===== src/rtl/alink_pkg.sv =====
package alink_pkg;
  typedef struct packed {
    logic loadFrame;
    logic takeSamples;
    logic rxShiftEn;
  } alink_strobe_t;
endpackage


===== src/rtl/alink_ctrl.sv =====
module alink_ctrl #(
  parameter int SLOT0_BITS  = 16,
  parameter int SLOT_BITS   = 20,
  parameter int NUM_SLOTS   = 13,
  parameter int SAMPLE_BITS = 18
) (
  input  logic                    bitClk,
  input  logic                    rstN,
  output alink_pkg::alink_strobe_t strobe,
  output logic                    frameSync,
  output logic                    readyPulse
);
  localparam int FRAME_BITS = SLOT0_BITS + (NUM_SLOTS - 1) * SLOT_BITS;
  localparam int CNT_W      = $clog2(FRAME_BITS);
  localparam int LAST       = FRAME_BITS - 1;
  localparam int CMD_START  = SLOT0_BITS;
  localparam int LEFT_START = SLOT0_BITS + 2 * SLOT_BITS;
  localparam int RGHT_START = LEFT_START + SLOT_BITS;

  logic [CNT_W-1:0] bitCnt;
  logic [CNT_W-1:0] cntNext;
  logic             readyReg;

  assign cntNext = (bitCnt == CNT_W'(LAST)) ? '0 : bitCnt + 1'b1;

  always_ff @(posedge bitClk or negedge rstN) begin
    if (!rstN) begin
      bitCnt   <= CNT_W'(LAST);
      readyReg <= 1'b0;
    end else begin
      bitCnt   <= cntNext;
      readyReg <= (cntNext == CNT_W'(LAST));
    end
  end

  assign frameSync  = (bitCnt < CNT_W'(SLOT0_BITS));
  assign readyPulse = readyReg;

  // Only bits that end up in an output are shifted in: both command slots
  // and the upper SAMPLE_BITS of each audio slot.
  always_comb begin
    strobe.loadFrame   = (bitCnt == CNT_W'(LAST));
    strobe.takeSamples = readyReg;
    strobe.rxShiftEn   =
        ((bitCnt >= CNT_W'(CMD_START))  && (bitCnt < CNT_W'(LEFT_START))) ||
        ((bitCnt >= CNT_W'(LEFT_START)) && (bitCnt < CNT_W'(LEFT_START + SAMPLE_BITS))) ||
        ((bitCnt >= CNT_W'(RGHT_START)) && (bitCnt < CNT_W'(RGHT_START + SAMPLE_BITS)));
  end

  assert_ready_single_R2: assert property (@(posedge bitClk) disable iff (!rstN)
    readyPulse |=> !readyPulse);

  assert_sync_after_ready_R1: assert property (@(posedge bitClk) disable iff (!rstN)
    readyPulse |=> frameSync);

  assert_sync_length_R1: assert property (@(posedge bitClk) disable iff (!rstN)
    $fell(frameSync) |-> (bitCnt == CNT_W'(SLOT0_BITS)));
endmodule


===== src/rtl/alink_datapath.sv =====
module alink_datapath #(
  parameter int SLOT0_BITS  = 16,
  parameter int SLOT_BITS   = 20,
  parameter int NUM_SLOTS   = 13,
  parameter int SAMPLE_BITS = 18
) (
  input  logic                    bitClk,
  input  logic                    rstN,
  input  alink_pkg::alink_strobe_t strobe,
  input  logic [SAMPLE_BITS-1:0]  txLeft,
  input  logic [SAMPLE_BITS-1:0]  txRight,
  input  logic [SLOT_BITS-1:0]    txCmdAddr,
  input  logic [SLOT_BITS-1:0]    txCmdData,
  input  logic                    serialIn,
  output logic                    serialOut,
  output logic [SAMPLE_BITS-1:0]  rxLeft,
  output logic [SAMPLE_BITS-1:0]  rxRight,
  output logic [SLOT_BITS-1:0]    rxStatusAddr,
  output logic [SLOT_BITS-1:0]    rxStatusData
);
  localparam int FRAME_BITS = SLOT0_BITS + (NUM_SLOTS - 1) * SLOT_BITS;
  localparam int PAD_BITS   = SLOT_BITS - SAMPLE_BITS;
  localparam int RX_BITS    = 2 * SLOT_BITS + 2 * SAMPLE_BITS;
  localparam logic [SLOT0_BITS-1:0] TAG_WORD = {5'b11111, {(SLOT0_BITS - 5){1'b0}}};

  function automatic int slotTop(int s);
    return FRAME_BITS - 1 - SLOT0_BITS - (s - 1) * SLOT_BITS;
  endfunction

  localparam int TOP_ADDR = slotTop(1);
  localparam int TOP_DATA = slotTop(2);
  localparam int TOP_LEFT = slotTop(3);
  localparam int TOP_RGHT = slotTop(4);

  logic [FRAME_BITS-1:0] nextFrame;
  logic [FRAME_BITS-1:0] txShift;
  logic                  rxBit;
  logic [RX_BITS-1:0]    rxShift;

  always_comb begin
    nextFrame = '0;
    nextFrame[FRAME_BITS-1 -: SLOT0_BITS] = TAG_WORD;
    if (strobe.takeSamples) begin
      nextFrame[TOP_ADDR -: SLOT_BITS] = txCmdAddr;
      nextFrame[TOP_DATA -: SLOT_BITS] = txCmdData;
      nextFrame[TOP_LEFT -: SLOT_BITS] = {txLeft,  {PAD_BITS{1'b0}}};
      nextFrame[TOP_RGHT -: SLOT_BITS] = {txRight, {PAD_BITS{1'b0}}};
    end
  end

  always_ff @(posedge bitClk or negedge rstN) begin
    if (!rstN) begin
      txShift <= '0;
    end else if (strobe.loadFrame) begin
      txShift <= nextFrame;
    end else begin
      txShift <= {txShift[FRAME_BITS-2:0], 1'b0};
    end
  end

  assign serialOut = txShift[FRAME_BITS-1];

  always_ff @(negedge bitClk or negedge rstN) begin
    if (!rstN) rxBit <= 1'b0;
    else       rxBit <= serialIn;
  end

  always_ff @(posedge bitClk or negedge rstN) begin
    if (!rstN) begin
      rxShift <= '0;
    end else if (strobe.rxShiftEn) begin
      rxShift <= {rxShift[RX_BITS-2:0], rxBit};
    end
  end

  always_ff @(posedge bitClk or negedge rstN) begin
    if (!rstN) begin
      rxStatusAddr <= '0;
      rxStatusData <= '0;
      rxLeft       <= '0;
      rxRight      <= '0;
    end else if (strobe.takeSamples) begin
      rxStatusAddr <= rxShift[RX_BITS-1 -: SLOT_BITS];
      rxStatusData <= rxShift[RX_BITS-1-SLOT_BITS -: SLOT_BITS];
      rxLeft       <= rxShift[2*SAMPLE_BITS-1 -: SAMPLE_BITS];
      rxRight      <= rxShift[SAMPLE_BITS-1:0];
    end
  end

  assert_rx_hold_R7: assert property (@(posedge bitClk) disable iff (!rstN)
    !strobe.takeSamples |=> ($stable(rxLeft) && $stable(rxRight) &&
                             $stable(rxStatusAddr) && $stable(rxStatusData)));

  assert_tag_first_R4: assert property (@(posedge bitClk) disable iff (!rstN)
    strobe.loadFrame |=> serialOut);
endmodule


===== src/rtl/alink_frame_serializer.sv =====
module alink_frame_serializer #(
  parameter int SLOT0_BITS  = 16,
  parameter int SLOT_BITS   = 20,
  parameter int NUM_SLOTS   = 13,
  parameter int SAMPLE_BITS = 18
) (
  input  logic                   bitClk,
  input  logic                   rstN,
  input  logic [SAMPLE_BITS-1:0] txLeft,
  input  logic [SAMPLE_BITS-1:0] txRight,
  input  logic [SLOT_BITS-1:0]   txCmdAddr,
  input  logic [SLOT_BITS-1:0]   txCmdData,
  input  logic                   serialIn,
  output logic                   serialOut,
  output logic                   frameSync,
  output logic                   readyPulse,
  output logic [SAMPLE_BITS-1:0] rxLeft,
  output logic [SAMPLE_BITS-1:0] rxRight,
  output logic [SLOT_BITS-1:0]   rxStatusAddr,
  output logic [SLOT_BITS-1:0]   rxStatusData
);
  alink_pkg::alink_strobe_t strobe;

  alink_ctrl #(
    .SLOT0_BITS(SLOT0_BITS), .SLOT_BITS(SLOT_BITS),
    .NUM_SLOTS(NUM_SLOTS), .SAMPLE_BITS(SAMPLE_BITS)
  ) uCtrl (
    .bitClk(bitClk), .rstN(rstN), .strobe(strobe),
    .frameSync(frameSync), .readyPulse(readyPulse)
  );

  alink_datapath #(
    .SLOT0_BITS(SLOT0_BITS), .SLOT_BITS(SLOT_BITS),
    .NUM_SLOTS(NUM_SLOTS), .SAMPLE_BITS(SAMPLE_BITS)
  ) uData (
    .bitClk(bitClk), .rstN(rstN), .strobe(strobe),
    .txLeft(txLeft), .txRight(txRight),
    .txCmdAddr(txCmdAddr), .txCmdData(txCmdData),
    .serialIn(serialIn), .serialOut(serialOut),
    .rxLeft(rxLeft), .rxRight(rxRight),
    .rxStatusAddr(rxStatusAddr), .rxStatusData(rxStatusData)
  );
endmodule


===== config.mk =====
export PLATFORM = sky130hd
export DESIGN_NAME = alink_frame_serializer
export DESIGN_NICKNAME = d
export VERILOG_FILES = /design/src/rtl/alink_pkg.sv /design/src/rtl/alink_ctrl.sv /design/src/rtl/alink_datapath.sv /design/src/rtl/alink_frame_serializer.sv
export SDC_FILE = /design/constraint.sdc
export NUM_CORES = 1
export LEC_CHECK = 0
export BUFFER_PORTS_ARGS = -buffer_cell sky130_fd_sc_hd__buf_2
export CAP_MARGIN = 20
export CORE_ASPECT_RATIO = 0.7
export CORE_MARGIN = 2
export CORE_UTILIZATION = 48
export CTS_BUF_LIST = sky130_fd_sc_hd__clkbuf_4
export CTS_CLUSTER_SIZE = 28
export DETAILED_ROUTE_END_ITERATION = 8
export PLACE_DENSITY = 0.73
export SLEW_MARGIN = 25
export SYNTH_ARGS = -nofsm -noshare
export SYNTH_HDL_FRONTEND = slang
export SYNTH_SLANG_ARGS = --single-unit

===== constraint.sdc =====
create_clock -name bitClk -period 1.9 [get_ports bitClk]
set_input_delay 0.285 -clock bitClk [delete_from_list [all_inputs] [get_ports bitClk]]
set_output_delay 0.285 -clock bitClk [all_outputs]
set_load 0.02 [all_outputs]

# --- After elaboration in Yosys (flattened, before gate mapping) ---
# Cells that the tools add are included.
classes:
  eq_ne: 2
  order_cmp: 7
  reduce_logical: 5
  n_mux: 3
  addsub: 1
ops:
  columns: ["op", "n"]
  rows:
  - ["$mux W256", 1]
  - ["$mux W80", 1]
  - ["$eq A8 B8 Y1 const B", 2]
  - ["$lt A8 B7 Y1 const B", 2]
  - ["$add A8 B1 Y8 const B", 1]
  - ["$ge A8 B5 Y1 const B", 1]
  - ["$ge A8 B6 Y1 const B", 1]
  - ["$ge A8 B7 Y1 const B", 1]
  - ["$lt A8 B5 Y1 const B", 1]
  - ["$lt A8 B6 Y1 const B", 1]
  - ["$mux W8", 1]
  - ["$logic_and A1 B1 Y1", 3]
  - ["$logic_or A1 B1 Y1", 2]
word_totals:
  out_inout_bits: 79
  in_bits: 79
  ff_bits: 418

# --- Depth between registers and ports, before layout ---
# Gate-level depths: netlist of run 1.
depth:
  depth_word: 4
  mapped_depth: 8

# --- Cells and area by module ---
# A second synthesis of run 1 with hierarchy kept.
unflattened:
  cells_unflattened: 580
  area_unflattened_um2: 9462.8
modules_own_cells:
  columns: ["mod", "cells_per_inst", "instances", "seq_area_each_um2", "area_each_um2"]
  rows:
  - ["alink_datapath", 532, 1, 6180.9, 8959.8]
  - ["alink_ctrl", 48, 1, 235.2, 503.0]

==> results of run 1 <==
placed cells by master, fill, tap and decap left out, types with 2 or more instances in the layout:
master,Yosys,final
inv_1,2,2
nand2_1,151,151
buf_6,5,8
mux2_4,0,76
clkbuf_16,0,3
and2_1,14,14
clkbuf_4,0,92
ha_1,3,3
buf_2,5,155
nand2b_1,5,5
diode_2,0,2
xnor2_1,2,2
nor2_1,4,4
nand3_1,81,80
clkinv_1,0,10
dfstp_2,8,8
buf_12,0,13
dfrtp_1,247,246
and3_4,0,3
mux2_2,112,76
buf_4,0,12
xor2_1,3,3
and3_1,5,2
dlygate4sd3_1,0,77
buf_8,0,3
worst max path at each step:
stage | depth (start not counted) | slack (ns) | end | from
6_report | 6 | -0.002 | uData.rxShift[29] | uCtrl.bitCnt[2]
5_1_grt | 3 | -0.08 | frameSync | uCtrl.bitCnt[6]
4_1_cts | 7 | -0.09 | uData.rxShift[24] | uCtrl.bitCnt[4]
3_5_place_dp | 6 | -0.07 | uData.rxShift[3] | uCtrl.bitCnt[2]
3_3_place_gp | 6 | -0.03 | uData.rxShift[7] | uCtrl.bitCnt[2]
2_1_floorplan | 7 | 0.005 | uData.rxShift[23] | uCtrl.bitCnt[2]
flip-flops by register name (all words and copies together) (netlist names):
register and flops:
uCtrl.bitCnt 8, uCtrl.readyPulse 1, uData.rxBit 1, uData.rxLeft 18, uData.rxRight 18, uData.rxShift 76, uData.rxStatusAddr 20, uData.rxStatusData 20
uData.txShift 94
through the flow:
step	TNS (ns)	area [um^2]
after detailed placement	-2.31	11000
after global placement	-0.597	11000
after CTS	-3.08	12800
after global routing	-3.01	13000
after floorplan	0	9670
final	-0.00338	13000
cell type report:
class / count / area, um^2 / share of cell area, %
repair buffers: 272 / 2130 / 16.5
diodes: 2 / 5.00 / 0.0386
flip-flops and latches: 256 / 6420 / 49.5
clock inverters: 11 / 45.0 / 0.347
multi-input cells: 428 / 3330 / 25.7
well taps: 270 / 338 / 2.60
clock buffers: 92 / 691 / 5.32
inverters: 2 / 7.51 / 0.0579
worst max-delay path, delay by kind of cell, from the launching register on:
kind / cells / cell delay [ns]
DFF: 1 / 0.38
and+or+nand+nor: 2 / 0.33
AOI/OAI and AO/OA: 1 / 0.36
muxes: 1 / 0.29
buffers and inverters: 2 / 0.42
cells by family (layout without fill, tap and decap cells):
kind of cell	count (synthesis)	in the layout
compound gates	5	5
fa+ha+maj	3	3
buf+inv	49	377
flops	256	256
simple gates	263	263
mux	152	152
xor+xnor	5	5
other cells	0	2
where the power goes:
group	leakage [nW]	total (mW)	internal (mW)	switching (mW)
Clock	0.439	4.25	2.18	2.07
Sequential	3.25	5.52	5.49	0.0352
Combinational	3.27	0.387	0.218	0.169
Total	6.96	10.2	7.89	2.27
per-layer routing:
| layer | up-vias | routed length [um] | GRT usage (%) |
|---|---|---|---|
| li1 | 3073 | - | - |
| met2 | 186 | 9990 | 31.2 |
| met4 | 0 | 717 | 8.85 |
| met3 | 55 | 1010 | 4.99 |
| met1 | 3327 | 9580 | 27.2 |
| met5 | - | 0 | 0 |
repair_timing:
| action | CTS | global route |
|---|---|---|
| hold buffers | 77 | 0 |
| buffers inserted | 4 | 3 |
| setup endpoints to repair | 78 | 82 |
| gates cloned | 2 | 3 |
| endpoints found under the hold margin | 323 | 0 |
| pin swaps | 3 | 4 |
| gates resized for setup | 65 | 30 |
==> metrics.yaml, run 1 <==
logic_synthesis:
  synth.top_cells.by_area: "dfrtp_1 (64%), mux2_2 (13%), nand2_1 (5.9%)"
  synth_top_area_cell: "dfrtp_1"
  synth-xor-area-share_pct: 0.454
  synth_async_sr_flop_share_pct: 100
  synth-seq-cells: 256
  post-synth-top-count-cell: "dfrtp_1"
  yosys_warnings: 0
  synth_top_family_by_area: "multiplexers"
  dominantRegCellSynth: "dfrtp_1"
  yosysTopAreaCellShare_pct: 64.0
  seq_area_frac_synth_pct: 66.5
  synth-edff-count: 0
  yosys.area_share.simple_pct: 12.0
  yosys.area_share.adder_pct: 0.389
  synthTopCellsByCount: "dfrtp_1 (247), nand2_1 (151), mux2_2 (112)"
  syn_area_per_cell_um2: 13.2
  synthCells: 733
  synth_mux_area_share_pct: 17.7
  synth_cell_types: 26
  syn_nets: 815
  netlist_area_um2: 9660
  synth_compound_area_share_pct: 0.596
setup_path:
  timing.rr.end: "uData.rxShift[29]"
  cp_data_arrival_time_ns: 2.42
  criticalPathCategory: "reg2reg"
  max_stage_delay_ns: 0.38
  r2r.worst_path.cells: 6
  rrSetupSlack_ns: -0.002
  crit_slowest_cell: "dfstp_2"
  critPathRequiredTime_ns: 2.42
  start_kind: "flip-flop"
  end_kind: "flip-flop"
  cp_common_cell: "and3_4"
  worstReg2RegStart: "uCtrl.bitCnt[2]"
  critPathMaxFanout: 7
  path_cells: "and3_4, and3_4, a2111oi_4, buf_6, clkbuf_16, mux2_4"
cells_and_area:
  fin_util_pct: 65.7
  syn_to_final_growth_pct: 34.4
  finalNonFillerCells: 1333
  fin_nets: 1102
  fillers: 1432
  drive_gt1_share_pct: 42.9
sta:
  setup_viol: 3
  slew_headroom_pct: 52.6
  hold_viol: 0
  rsz0062_at_grt: "true"
  worstMarginPinSlew_ns: 0.711
  drv_slew: 0
  setup_slack_ns: -0.00176
  fin_crit_ns: 1.90
  post-route-period-util_pct: 100
  skew_ns: 0.0452
  fmax_ghz: 0.526
  finalHoldWorstSlack_ns: 0.318
placement:
  io_buffers: 157
  dp_hpwl_um: 11700
  dpl_worst_slack_ns: -0.0654
  gp_congestion: 0.725
  place_inst: 1141
global_routing:
  antenna_found_initial: 2
  grt_usage_pct: 20.1
  grt_max_degree: 135
  grt_first_pass_wirelength_um: 34300
  grt_remaining_overflow: 0
  grt_pass1_vias: 6850
route:
  postRouteWirelength_um: 21300
  first_pass_iters: 4
  route.vias.total: 6641
  wire_per_inst_um: 16.0
  drt-vias-per-instance: 4.98
  drt_iter0_drc: 367
  ant_nets: 0
  drc_errors: 0
power_and_ir_drop:
  power_density_nw_per_um2: 783
  cellLeakagePower_nw: 6.96
  fin_total_pwr_mw: 10.2
  worst_ir_drop_vdd_mv: 0.409
clock_network:
  clk_pin_slew_worst_paths_ns: 0.07
  clk-insertion-delay-late_ns: 0.63
  numCtsBuffers: 60
  cts_max_path_buffers: 3
  htree_levels: 2
  root_buffer: "clkbuf_4"
  clkSinkCount: 256
  cts_tree: "yes"
worst_hold_path:
  hp-class: "in2async"
floorplan:
  num_rows: 43
  die_area_um2: 21300
  die_h_um: 123
  initial_core_util_pct: 48.9
  boundaryPins: 158
  chipWidth_um: 174
  coreArea_um2: 19700
status:
  violations: "setup timing"
  outcome: "complete, but fails checks"
job:
  drv_cap: 0
Note: power is estimated with default switching activity, not from simulation.
==> run 2, diff against run 1 <==
--- a/config.mk
+++ b/config.mk
@@ -11,10 +11,12 @@
 export CORE_MARGIN = 2
 export CORE_UTILIZATION = 48
 export CTS_BUF_LIST = sky130_fd_sc_hd__clkbuf_4
+export CTS_CLUSTER_DIAMETER = 60
 export CTS_CLUSTER_SIZE = 28
 export DETAILED_ROUTE_END_ITERATION = 8
 export PLACE_DENSITY = 0.73
 export SLEW_MARGIN = 25
 export SYNTH_ARGS = -nofsm -noshare
 export SYNTH_HDL_FRONTEND = slang
+export SYNTH_HIERARCHICAL = 1
 export SYNTH_SLANG_ARGS = --single-unit
==> run 2 against run 1 <==
Compared with the run above:
- the run still ends with setup timing left
- sequential share of layout area is 3.3 points higher
- wire length is 6.1% lower
- clock-buffer cell count is 77 lower
==> metrics.yaml, run 2 <==
route:
  ant_nets: 0  # unchanged
  drt-vias-per-instance: 5.15  # +3.3%
  drt_iter0_drc: 368  # +0.27%
  first_pass_iters: 5  # +1
  wire_per_inst_um: 18.1  # +13%
  drc_errors: 0  # unchanged
  postRouteWirelength_um: 20000  # -6.1%
  route.vias.total: 5684  # -14%
cells_and_area:
  area.sequential_um2: 6420  # unchanged
  reg_top3: "uData/txShift x94, uData/rxShift x76"
  syn_to_final_growth_pct: 28.4
  drive_gt1_share_pct: 47.0  # +4.1 points
  fin_util_pct: 63.5  # -2.2 points
  n_antenna_cell: 0  # -2
  regMostFlops: "uData/txShift"
  multi_input_area_um2: 3110  # -6.7%
  final_common_cell: "dfrtp_1"
  final_area_um2: 12200  # -6.3%
  fillers: 1364  # -4.7%
  largest_register_ffs: 94  # unchanged
  final_cell_mix: "dfrtp_1 (246), buf_2 (154), mux2_4 (84)"
  fin_nets: 915  # -17%
setup_path:
  cp_data_arrival_time_ns: 2.59  # +0.17 ns
  critPathRequiredTime_ns: 2.45  # +0.03 ns
  rrSetupSlack_ns: -0.13  # -0.13 ns
  worstReg2RegStart: "uCtrl/bitCnt[2]"
  end_kind: "flip-flop"
  criticalPathCategory: "reg2reg"
  timing.rr.end: "uData/rxShift[75]"
  critPathMaxFanout: 12  # +5
  r2r.worst_path.cells: 7  # +1
  start_kind: "flip-flop"
logic_synthesis:
  synth_compound_area_share_pct: 7.40  # +6.8 points
  synthTopCellsByCount: "dfrtp_1 (247), mux2_2 (144), a22o_1 (74)"
  synth-xor-area-share_pct: 0.555  # +0.10 points
  synth.top_cells.by_area: "dfrtp_1 (65%), mux2_2 (17%), a22o_1 (6.8%)"
  syn_area_per_cell_um2: 16.3  # +24%
  seq_area_frac_synth_pct: 67.8  # +1.4 points
  synth_cell_types: 34  # +31%
  synthCells: 580  # -21%
  post-synth-top-count-cell: "dfrtp_1"
  netlist_area_um2: 9460  # -2.0%
  dominantRegCellSynth: "dfrtp_1"
  yosysTopAreaCellShare_pct: 65.3  # +1.3 points
  syn_nets: 662  # -19%
  yosys_warnings: 6  # +6
  synth_mux_area_share_pct: 18.4  # +0.68 points
  synth-edff-count: 0  # unchanged
  synth-seq-cells: 256  # unchanged
  yosys.area_share.adder_pct: 0.397  # +0.0079 points
  synth_async_sr_flop_share_pct: 100  # unchanged
  synth_top_family_by_area: "multiplexers"
  synth_top_area_cell: "dfrtp_1"
  yosys.area_share.simple_pct: 2.58  # -9.4 points
placement:
  dp_hpwl_um: 11700  # -0.34%
  gp_congestion: 0.818  # +13%
  dpl_worst_slack_ns: -0.0853  # -0.0199 ns
  io_buffers: 157  # unchanged
  place_area_um2: 10800  # -1.1%
clock_network:
  cts_tree: "yes"
  numCtsBuffers: 14  # -77%
  clkSinkCount: 256  # unchanged
  htree_levels: 1  # -1
  cts_max_path_buffers: 3  # unchanged
  clk-insertion-delay-late_ns: 0.67  # +0.04 ns
  root_buffer: "clkbuf_4"
  clk_pin_slew_worst_paths_ns: 0.26  # +0.19 ns
power_and_ir_drop:
  p_int_mw: 6.43  # -18%
  p_switching_mw: 1.86  # -18%
  power_density_nw_per_um2: 682  # -13%
  clock_power_share_pct: 28.6  # -13 points
  worst_ir_drop_vdd_mv: 0.520  # +27%
  p_sw_share_pct: 22.4  # +0.066 points
  p_comb_share_pct: 4.7  # +0.9 points
  cellLeakagePower_nw: 6.53  # -6.1%
  p_seq_share_pct: 66.7  # +12 points
global_routing:
  grt_first_pass_wirelength_um: 32100  # -6.3%
  grt_pass1_vias: 6066  # -11%
  antenna_found_initial: 0  # -2
  grt_usage_pct: 19.4  # -0.65 points
  grt_remaining_overflow: 0  # unchanged
  grt_max_degree: 135  # unchanged
sta:
  setup_viol: 77  # +74
  fmax_ghz: 0.492  # -6.4%
  post-route-period-util_pct: 107  # +6.8 points
  worstMarginPinSlew_ns: 0.674  # -0.0370 ns
  fin_crit_ns: 2.03  # +0.130 ns
  drv_slew: 0  # unchanged
  fin_setup_tns_ns: -6.60  # -6.60 ns
  setup_slack_ns: -0.132  # -0.130 ns
  rsz0062_at_grt: "true"
  slew_headroom_pct: 55.0  # +2.5 points
  skew_ns: 0.0688  # +0.0236 ns
  hold_viol: 0  # unchanged
floorplan:
  die_area_um2: 20900  # -1.9%
  die_h_um: 121  # -0.97%
  coreArea_um2: 19100  # -3.1%
  initial_core_util_pct: 49.5  # +0.57 points
  num_rows: 42  # -2.3%
  boundaryPins: 158  # unchanged
  chipWidth_um: 172  # -0.98%
job:
  drv_cap: 0  # unchanged
status:
  violations: "setup timing"
  outcome: "complete, but fails checks"
worst_hold_path:
  hp-class: "in2async"
-- run 2: cell types whose count changed after synthesis, sizes merged, moves of 2 or more --
cell and change:
nand2 -149, a22o +74, nand3 -74, and2b +2, clkbuf -34, and2 -13
nand2b -5, inv +3, and3 -3, buf +23, nor2b +13, or2 +5
nor2 +2
-- run 2: worst max-delay path by stage --
stage	start	endpoint	slack [ns]	cells after the start
2_1_floorplan	uCtrl/bitCnt[2]	uData/rxShift[35]	-0.05	7
3_3_place_gp	uCtrl/bitCnt[2]	uData/rxShift[14]	-0.06	7
3_5_place_dp	uCtrl/bitCnt[2]	uData/rxShift[9]	-0.09	7
4_1_cts	uCtrl/bitCnt[5]	frameSync	-0.13	3
5_1_grt	uCtrl/bitCnt[5]	frameSync	-0.19	3
6_report	uCtrl/bitCnt[2]	uData/rxShift[75]	-0.13	7
-- run 2: power groups by stage --
stage,logic [mW],registers (mW),clock network [mW]
2_1_floorplan,0.0324,5.61,0
3_3_place_gp,0.227,5.62,0
3_5_place_dp,0.239,5.62,0
4_1_cts,0.384,5.53,2.48
5_1_grt,0.430,5.54,2.69
6_report,0.387,5.53,2.37
-- run 2: cell type report --
cell class | count | share of cell area (%)
tap | 264 | 2.72
sequential | 256 | 52.8
timing repair buffer | 272 | 16.8
inverter | 5 | 0.154
clock buffer | 15 | 0.927
clock inverter | 8 | 0.968
multi-input combinational | 284 | 25.6
-- run 2: metal layers --
layer  wire length (um)  track usage (%)
met4                608             5.62
met3                724             3.03
met2               9930             33.4
met1               8730             25.8
met5                  0                0
-- run 2: timing repair --
item | 4_1_cts | 5_1_grt
pin swaps | 2 | 1
buffers inserted | 3 | 6
resized for setup | 42 | 11
cloned | 1 | 1
hold endpoints to repair | 323 | 0
setup endpoints to repair | 96 | 118
hold buffers | 78 | 0
-- run 2: cells by family (layout without fill, tap and decap cells) --
kind of cell | after synthesis | in the layout
flops | 256 | 256
mux | 152 | 152
fa+ha+maj | 3 | 3
simple gates | 40 | 41
compound gates | 82 | 82
buf+inv | 41 | 300
xor+xnor | 6 | 6
-- run 2: critical path, stage by stage (launching register included) --
cell and delay, ns:
dfstp_2 0.60, and2b_2 0.22, a31oi_1 0.13, nor2_1 0.09, a211oi_4 0.19, buf_12 0.21, buf_12 0.16, mux2_4 0.31
-- run 2: through the flow --
step | total power, mW | cells | hold slack [ns]
finish | 8.29 | 1104 | 0.222
floorplan | 5.64 | 580 | -0.0106
detailed placement | 5.86 | 992 | 0.0805
global route | 8.66 | 1104 | 0.233
CTS | 8.39 | 1097 | 0.274
global placement | 5.84 | 992 | 0.0807
==> run 3, diff against run 2 <==
--- a/config.mk
+++ b/config.mk
@@ -15,6 +15,7 @@
 export CTS_CLUSTER_SIZE = 28
 export DETAILED_ROUTE_END_ITERATION = 8
 export PLACE_DENSITY = 0.73
+export SETUP_SLACK_MARGIN = 0.3
 export SLEW_MARGIN = 25
 export SYNTH_ARGS = -nofsm -noshare
 export SYNTH_HDL_FRONTEND = slang
==> constraint.sdc (replaced) <==
create_clock -name bitClk -period 1.9 [get_ports bitClk]
set_input_delay 0.285 -clock bitClk [delete_from_list [all_inputs] [get_ports bitClk]]
set_output_delay 0.285 -clock bitClk [all_outputs]
set_load 0.1 [all_outputs]
==> run 3 against run 2 <==
Compared with the run above:
- the flow still finishes with violations (setup timing)
- critical path type unchanged
- core utilization rose by 14 points
- critical endpoint is now uData/rxShift[35]
- sequential cell count did not move
- power fell by 0.51%
==> metrics.yaml, run 3 (synthesis gave the netlist of run 2 again) <==
power_and_ir_drop:
  cellLeakagePower_nw: 7.44  # +14%
  fin_total_pwr_mw: 8.25  # -0.51%
  p_switching_mw: 2.04  # +9.8%
  p_int_mw: 6.21  # -3.5%
  power_density_nw_per_um2: 553  # -19%
  p_sw_share_pct: 24.7  # +2.3 points
  p_seq_share_pct: 67.1  # +0.4 points
  worst_ir_drop_vdd_mv: 0.402  # -23%
  clock_power_share_pct: 28.1  # -0.5 points
  p_comb_share_pct: 4.8  # about the same
route:
  drt-vias-per-instance: 5.32  # +3.4%
  wire_per_inst_um: 22.5  # +24%
  ant_nets: 0  # unchanged
  drc_errors: 0  # unchanged
  route.vias.total: 6333  # +11%
  first_pass_iters: 5  # unchanged
  postRouteWirelength_um: 26800  # +34%
  drt_iter0_drc: 439  # +19%
floorplan:
  chipWidth_um: 172  # unchanged
  coreArea_um2: 19100  # unchanged
  boundaryPins: 158  # unchanged
  die_area_um2: 20900  # unchanged
  initial_core_util_pct: 49.5  # unchanged
  num_rows: 42  # unchanged
  die_h_um: 121  # unchanged
clock_network:
  htree_levels: 1  # unchanged
  clk-insertion-delay-late_ns: 0.66  # about the same
  numCtsBuffers: 15  # +1
  cts_tree: "yes"
  clk_pin_slew_worst_paths_ns: 0.26  # about the same
  clkSinkCount: 256  # unchanged
  cts_max_path_buffers: 3  # unchanged
  root_buffer: "clkbuf_4"
cells_and_area:
  final_cell_mix: "dfrtp_1 (246), buf_12 (97), mux2_4 (84)"
  fin_nets: 997  # +9.0%
  fillers: 1001  # -27%
  syn_to_final_growth_pct: 57.5
  reg_top3: "uData/txShift x94, uData/rxShift x76"
  final_area_um2: 14900  # +23%
  final_common_cell: "dfrtp_1"
  regMostFlops: "uData/txShift"
  drive_gt1_share_pct: 54.9  # +7.9 points
  largest_register_ffs: 94  # unchanged
  finalNonFillerCells: 1190  # +7.8%
global_routing:
  grt_pass1_vias: 6736  # +11%
  grt_max_degree: 129  # -4.4%
  grt_remaining_overflow: 0  # unchanged
  antenna_found_initial: 3  # +3
  grt_first_pass_wirelength_um: 38200  # +19%
  grt_usage_pct: 24.1  # +4.7 points
placement:
  place_inst: 991  # -0.10%
  dp_hpwl_um: 11700  # +0.72%
  io_buffers: 157  # unchanged
  place_area_um2: 10900  # +0.39%
  gp_congestion: 0.840  # +2.6%
setup_path:
  crit_family: "flip-flops"
  rrSetupSlack_ns: -0.19  # -0.06 ns
  cp.buffers_inverters: 3  # +1
  max_stage_delay_ns: 0.60  # about the same
  path_cells: "and2b_2, a31oi_2, nor2_2, a211oi_4, buf_6, clkbuf_16, clkbuf_16, mux2_4"
  critPathMaxFanout: 6  # -6
  criticalPathCategory: "reg2reg"
  cp_data_arrival_time_ns: 2.69  # +0.10 ns
  critPathRequiredTime_ns: 2.50  # +0.05 ns
  cp_common_cell: "clkbuf_16"
  end_kind: "flip-flop"
  crit_slowest_cell: "dfstp_2"
  start_kind: "flip-flop"
sta:
  fmax_ghz: 0.477  # -3.0%
  fin_crit_ns: 2.09  # +0.0629 ns
  setup_slack_ns: -0.195  # -0.0629 ns
  drv_slew: 0  # unchanged
  slew_headroom_pct: 56.2  # +1.1 points
  skew_ns: 0.0575  # -0.0113 ns
  setup_viol: 133  # +73%
  hold_viol: 0  # unchanged
  post-route-period-util_pct: 110  # +3.3 points
  fin_setup_tns_ns: -15.73  # -9.13 ns
  worstMarginPinSlew_ns: 0.657  # -0.0168 ns
  rsz0062_at_grt: "true"
worst_hold_path:
  hp-class: "in2async"
job:
  drv_cap: 0  # unchanged
status:
  outcome: "complete, but fails checks"
  violations: "setup timing"
==> run 3: cell count changes in the layout (fill, tap and decap cells not counted), sizes merged <==
cell         change
clkbuf           +7
clkinv           +4
diode            +3
dlygate4sd3      -1
inv              +2
bufinv           -2
buf             +73
==> run 3: path summary, 6_finish.rpt <==
| check | from | to | depth (start not counted) |
|---|---|---|---|
| worst min register to register | uData/txShift[251] | uData/txShift[252] | 1 |
| max in group asynchronous | rstN | uData/rxBit | 2 |
| worst max register to register | uCtrl/bitCnt[2] | uData/rxShift[35] | 8 |
| worst min-delay path | rstN | uData/rxRight[12] | 3 |
| min in group bitClk | txCmdData[3] | uData/txShift[203] | 3 |
| worst max-delay path | uCtrl/bitCnt[2] | uData/rxShift[35] | 8 |
==> run 3: per-layer routing <==
| layer | GRT usage, % | part of all wire (%) | wire length (um) |
|---|---|---|---|
| met4 | 9.30 | 3.3 | 871 |
| met1 | 32.1 | 42 | 11300 |
| met3 | 3.75 | 3.9 | 1040 |
| met5 | 0 | 0 | 0 |
| met2 | 40.2 | 51 | 13500 |
==> run 3: final cells by class <==
class | instances | area [um^2] | share of cell area [%]
diodes | 3 | 7.51 | 0.0504
clock buffers | 15 | 113 | 0.756
clock inverters | 10 | 108 | 0.722
inverters | 5 | 35.0 | 0.235
multi-input cells | 284 | 3340 | 22.4
flip-flops and latches | 256 | 6420 | 43.1
well taps | 264 | 330 | 2.22
repair buffers | 351 | 4510 | 30.3
repair inverters | 2 | 32.5 | 0.218
==> run 3: worst reg2reg max path, delay by kind of cell, from the launching register on <==
| kind | cells | cell delay, ns |
|---|---|---|
| and+or+nand+nor | 2 | 0.31 |
| AOI/OAI and AO/OA | 2 | 0.36 |
| buffers and inverters | 3 | 0.48 |
| DFF | 1 | 0.60 |
| muxes | 1 | 0.30 |
==> run 3: stage by stage <==
stage	utilization, %	setup slack, ns	hold slack, ns
2_1_floorplan	-	-0.0450	-0.0106
3_3_place_gp	56.9	-0.0465	0.425
3_5_place_dp	56.9	-0.0706	0.421
4_1_cts	72.8	-0.188	0.283
5_1_grt	77.9	-0.263	0.255
6_report	77.9	-0.195	0.301
==> run 3: power by group through the flow <==
stage,combinational (mW),sequential [mW],clock (mW)
floorplan,0.0324,5.61,0
global placement,0.226,5.62,0
detailed placement,0.238,5.62,0
CTS,0.363,5.53,2.34
global route,0.432,5.54,2.61
finish,0.392,5.54,2.32
==> run 3: what timing repair did <==
action	in CTS	in global routing
pin swaps	12	14
setup buffers	33	28
hold endpoints to repair	323	0
gates resized for setup	344	125
setup endpoints to repair	252	306
hold buffers	77	0
gates cloned	23	10
